### src/rtl/rx_survivor_pkg.sv
// Shared trellis helpers for the register-exchange survivor store.
// Assumes a right-shift trellis: state s = {input, prev[V-1:1]}.
package rx_survivor_pkg;

    // Predecessor of state s when its decision bit is d.
    function automatic int unsigned rx_pred(int unsigned s, int unsigned d, int unsigned n_states);
        return ((s << 1) & (n_states - 1)) | (d & 1);
    endfunction

    // Branch label of every branch entering state s (its top bit).
    function automatic int unsigned rx_label(int unsigned s, int unsigned v_bits);
        return (s >> (v_bits - 1)) & 1;
    endfunction

endpackage

### src/rtl/rxs_row.sv
// One survivor register with its exchange multiplexer.
// On enable it loads the chosen predecessor's history shifted up by one
// place, with LABEL as the newest bit. Assumes S >= 2.
module rxs_row #(
    parameter int unsigned S     = 15,
    parameter bit          LABEL = 1'b0
) (
    input  logic         clk,
    input  logic         rst_n,
    input  logic         en,
    input  logic         dec,
    input  logic [S-1:0] from_even,
    input  logic [S-1:0] from_odd,
    output logic [S-1:0] q
);
    logic [S-1:0] chosen;

    // Pick the predecessor history named by the decision bit.
    always_comb begin
        chosen = dec ? from_odd : from_even;
    end

    // Clear on reset, otherwise shift in the branch label on each step.
    always_ff @(posedge clk) begin
        if (!rst_n) begin
            q <= '0;
        end else if (en) begin
            q <= {chosen[S-2:0], LABEL};
        end
    end
endmodule

### src/rtl/rxs_fill.sv
// Counts accepted steps up to S and flags when the survivors are full.
// Saturates at S; cleared by synchronous reset.
module rxs_fill #(
    parameter int unsigned S = 15
) (
    input  logic clk,
    input  logic rst_n,
    input  logic en,
    output logic full
);
    localparam int unsigned CW = $clog2(S + 1);

    logic [CW-1:0] cnt;

    // Full once the count reaches S.
    always_comb begin
        full = (cnt == CW'(S));
    end

    // Count accepted steps, holding at S.
    always_ff @(posedge clk) begin
        if (!rst_n) begin
            cnt <= '0;
        end else if (en && !full) begin
            cnt <= cnt + 1'b1;
        end
    end
endmodule

### src/rtl/rxs_pick.sv
// Output selector: oldest bit of the survivor chosen by an index.
// Purely combinational; the index is assumed to be in range.
module rxs_pick #(
    parameter int unsigned V = 2,
    parameter int unsigned S = 15,
    localparam int unsigned N = 1 << V
) (
    input  logic [N-1:0][S-1:0] surv,
    input  logic [V-1:0]        sel,
    output logic                bit_o
);
    logic [N-1:0] oldest;

    // Gather the oldest bit of every survivor, then index it.
    always_comb begin
        for (int s = 0; s < N; s++) begin
            oldest[s] = surv[s][S-1];
        end
        bit_o = oldest[sel];
    end
endmodule

### src/rtl/rx_survivor_unit.sv
// Register-exchange survivor store. Holds one S-bit history per trellis
// state, rewrites all of them on every accepted step from the decisions,
// and returns the oldest bit of the externally chosen best state.
// Assumes decisions arrive one trellis step per dec_valid pulse.
module rx_survivor_unit #(
    parameter int unsigned V = 2,
    parameter int unsigned S = 15,
    localparam int unsigned N = 1 << V
) (
    input  logic         clk,
    input  logic         rst_n,
    input  logic         dec_valid,
    input  logic [N-1:0] dec_vec,
    input  logic [V-1:0] best_state,
    output logic         bit_out,
    output logic         bit_valid
);
    import rx_survivor_pkg::*;

    logic [N-1:0][S-1:0] surv_q;

    // One exchange row per state, wired to its two possible predecessors.
    for (genvar gs = 0; gs < N; gs++) begin : g_row
        localparam int unsigned PE  = rx_pred(gs, 0, N);
        localparam int unsigned PO  = rx_pred(gs, 1, N);
        localparam bit          LAB = bit'(rx_label(gs, V));

        rxs_row #(.S(S), .LABEL(LAB)) row_i (
            .clk       (clk),
            .rst_n     (rst_n),
            .en        (dec_valid),
            .dec       (dec_vec[gs]),
            .from_even (surv_q[PE]),
            .from_odd  (surv_q[PO]),
            .q         (surv_q[gs])
        );
    end

    rxs_fill #(.S(S)) fill_i (
        .clk   (clk),
        .rst_n (rst_n),
        .en    (dec_valid),
        .full  (bit_valid)
    );

    rxs_pick #(.V(V), .S(S)) pick_i (
        .surv  (surv_q),
        .sel   (best_state),
        .bit_o (bit_out)
    );
endmodule

### config.mk
export PLATFORM = sky130hd
export DESIGN_NAME = rx_survivor_unit
export DESIGN_NICKNAME = d
export VERILOG_FILES = /design/src/rtl/rx_survivor_pkg.sv /design/src/rtl/rxs_row.sv /design/src/rtl/rxs_fill.sv /design/src/rtl/rxs_pick.sv /design/src/rtl/rx_survivor_unit.sv
export SDC_FILE = /design/constraint.sdc
export NUM_CORES = 1
export LEC_CHECK = 0
export ABC_AREA = 1
export BUFFER_PORTS_ARGS = -buffer_cell sky130_fd_sc_hd__buf_2
export CAP_MARGIN = 0
export CORE_AREA = 2 2 107 83
export DETAILED_ROUTE_END_ITERATION = 10
export DIE_AREA = 0 0 109 85
export GPL_TIMING_DRIVEN = 0
export SLEW_MARGIN = 5
export SYNTH_ARGS = -nofsm -noshare
export SYNTH_HDL_FRONTEND = slang
export SYNTH_SLANG_ARGS = --single-unit
export TNS_END_PERCENT = 10
### constraint.sdc
create_clock -name clk -period 1.24 [get_ports clk]
set_input_delay 0.062 -clock clk [delete_from_list [all_inputs] [get_ports clk]]
set_output_delay 0.062 -clock clk [all_outputs]
set_load 0.02 [all_outputs]
==> reports/metrics.cfg <==
[status]
status=completed

[die]
num_io_pins=11
num_rows=29
core_sq_um=8240
start_util_pct=34.0
fp.dieH_um=85
die-area_sq_um=9270
fp.dieW_um=109

[cts]
clk_transition_reported_paths_ns=0.06
ctsRootBufferMaster=clkbuf_8
worstSkewPairLatency_ns=0.33
numCtsBuffers=9
cts_tree=done
cts_buffer_depth=2
htreeDepth=3
cts.sinks=59

[critical_path]
cp.required_ns=1.18
critPathCaptureType=output pin
cp-startpoint=fill_i.cnt[0]$_SDFFE_PN0P_
path_max_fanout=3
reg2reg_from=fill_i.cnt[0]$_SDFFE_PN0P_
start_kind=flip-flop
worstPathArrival_ns=1.12
cp-endpoint=bit_valid
regToRegSetupSlack_ns=0.24
crit_type=flip-flop to output pin
rr_worst_depth=6
worstReg2RegEnd=fill_i.cnt[1]$_SDFFE_PN0P_

[routing]
drc_errors=0
ant_nets=0
wl_per_cell_um=13.9
first_pass_iters=4
viasPerCell=4.91
initialDrtViolationCount=169
via_count=2520
wl_um=7120

[pwr]
ir_drop_uv=475
p_leak_nw=1.58
powerDensity_nw_per_um2=1350

[global_route]
grt_usage_pct=16.8
grt_max_degree=11
grt_pass1_vias=2385
antenna_found_initial=0
grt_pass1_wl_um=12000
grt_overflow=0

[hold_path]
hold_class=input port to flip-flop

[sta]
post-route-min-period_ns=1.18
fin_tns_setup_ns=0
finClkSkew_ns=0.00517
max-slew-margin-rel_pct=79.8
setup_viol=0
slew_viol_final=0
max_freq_mhz=846
rsz0062_at_grt=no
tightestPinTransition_ns=0.303
final_hold_viol_count=0
period_share_pct=95.4

[finish]
postLayoutCellArea_sq_um=3220
num_antenna_cells=0
synthToLayoutAreaGrowth_pct=14.8
layout-drive-gt1-share_pct=17.3
nets=411
stdcell_count=513

[placement]
port_buffers=8
placed_area_sq_um=2980
place_congestion=0.801
hpwl_um=5010
placed_cells=496

[synthesis]
postSynthCellCount=380
yosysSeqAreaShare_pct=42.1
ys_types=16
ys_ff_latch=59
syn_nets=390
synth_area_per_cell_sq_um=7.38
synth_area_sq_um=2800
synth-warning-count=0

[run]
maxCapViolations=0

-- synthesized netlist by cell type --
cell type / n / area share, %
o211ai_2: 14 / 6.3
a21oi_1: 8 / 1.4
o21ai_0: 3 / 0.54
inv_1: 58 / 7.8
o211ai_1: 34 / 9.1
nor2_1: 11 / 1.5
buf_6: 5 / 2.0
nand4_1: 1 / 0.22
nand3_1: 54 / 9.6
dfxtp_1: 59 / 42
ha_1: 1 / 0.45
nand2_2: 1 / 0.22
nand2_1: 109 / 15
buf_4: 1 / 0.27
a32oi_1: 1 / 0.31
buf_2: 20 / 3.6
-- critical path: stages, from the launching register on --
cell and delay [ns]:
dfxtp_2 0.36, ha_4 0.15, nand3_2 0.09, inv_1 0.08, buf_6 0.11
-- metal layers --
| layer | share of wire (%) | up-vias | routed length, um | track usage (%) |
|---|---|---|---|---|
| met5 | 0 | - | 0 | 0 |
| met4 | 0.86 | 0 | 61 | 6.41 |
| met3 | 6.6 | 4 | 473 | 4.30 |
| met2 | 41 | 66 | 2890 | 22.1 |
| met1 | 52 | 1176 | 3700 | 25.7 |
| li1 | - | 1274 | - | - |
-- cells in the final DEF (no fill, tap or decap), drive strengths merged --
master | synthesis | final
o211ai | 48 | 48
a21oi | 8 | 8
a32oi | 1 | 1
clkinv | 0 | 1
o21ai | 3 | 3
inv | 58 | 58
nand2 | 110 | 110
buf | 26 | 36
ha | 1 | 1
nor2 | 11 | 11
nand4 | 1 | 1
nand3 | 54 | 54
dfxtp | 59 | 59
clkbuf | 0 | 14
-- how the worst min path moves through the flow --
stage,end,slack [ns],startpoint,depth (start not counted)
finish,fill_i.cnt[1]$_SDFFE_PN0P_,0.05,rst_n,3
global route,fill_i.cnt[1]$_SDFFE_PN0P_,0.1,rst_n,3
CTS,fill_i.cnt[1]$_SDFFE_PN0P_,0.04,rst_n,3
detailed placement,fill_i.cnt[1]$_SDFFE_PN0P_,0.41,rst_n,3
global placement,fill_i.cnt[1]$_SDFFE_PN0P_,0.40,rst_n,3
floorplan,g_row[1].row_i.q[14]$_SDFFE_PN0P_,0.30,dec_vec[1],4
-- power by group --
part	switching [W]	internal (W)	total, W
combinational	0.000322	0.000194	0.000516
sequential	0.0000951	0.00201	0.00211
clock	0.000728	0.000985	0.00171
-- cells by family (layout without fill, tap and decap cells) --
family / after synthesis / count (layout) / synth area share (%)
flops: 59 / 59 / 42.1
compound gates: 60 / 60 / 17.6
buf+inv: 84 / 109 / 13.6
fa+ha+maj: 1 / 1 / 0.446
simple gates: 176 / 176 / 26.2
-- through the flow --
step | util [%] | setup slack, ns | power [W] | hold slack, ns
after CTS | 38.9 | 0.0102 | 0.00437 | 0.0436
after detailed placement | 36.2 | 0.148 | 0.00264 | 0.412
final | 39.1 | 0.0574 | 0.00433 | 0.0475
after global routing | 39.1 | 0.0000705 | 0.00454 | 0.0991
after floorplan | - | 0.236 | 0.00249 | 0.305
after global placement | 36.2 | 0.146 | 0.00263 | 0.400
-- flip-flops by register name, indices dropped and copies added (netlist names) --
signal,count
fill_i.cnt,4
g_row.row_i.q,55
-- final cells by class --
class | instances | area [sq um]
multi-input combinational | 237 | 1260
inverter | 58 | 218
sequential | 59 | 1180
fill | 874 | 5020
clock inverter | 1 | 5.00
tap | 108 | 135
timing repair buffer | 10 | 61.3
clock buffer | 14 | 193
buffer | 26 | 164
-- timing repair --
item                                   4_1_cts  5_1_grt
setup endpoints to repair                    1        1
endpoints found under the hold margin        0        0
resized for setup                            5        2
hold buffers                                 0        0
buffers inserted                             2        0
Power figures use the tool's default switching activity.
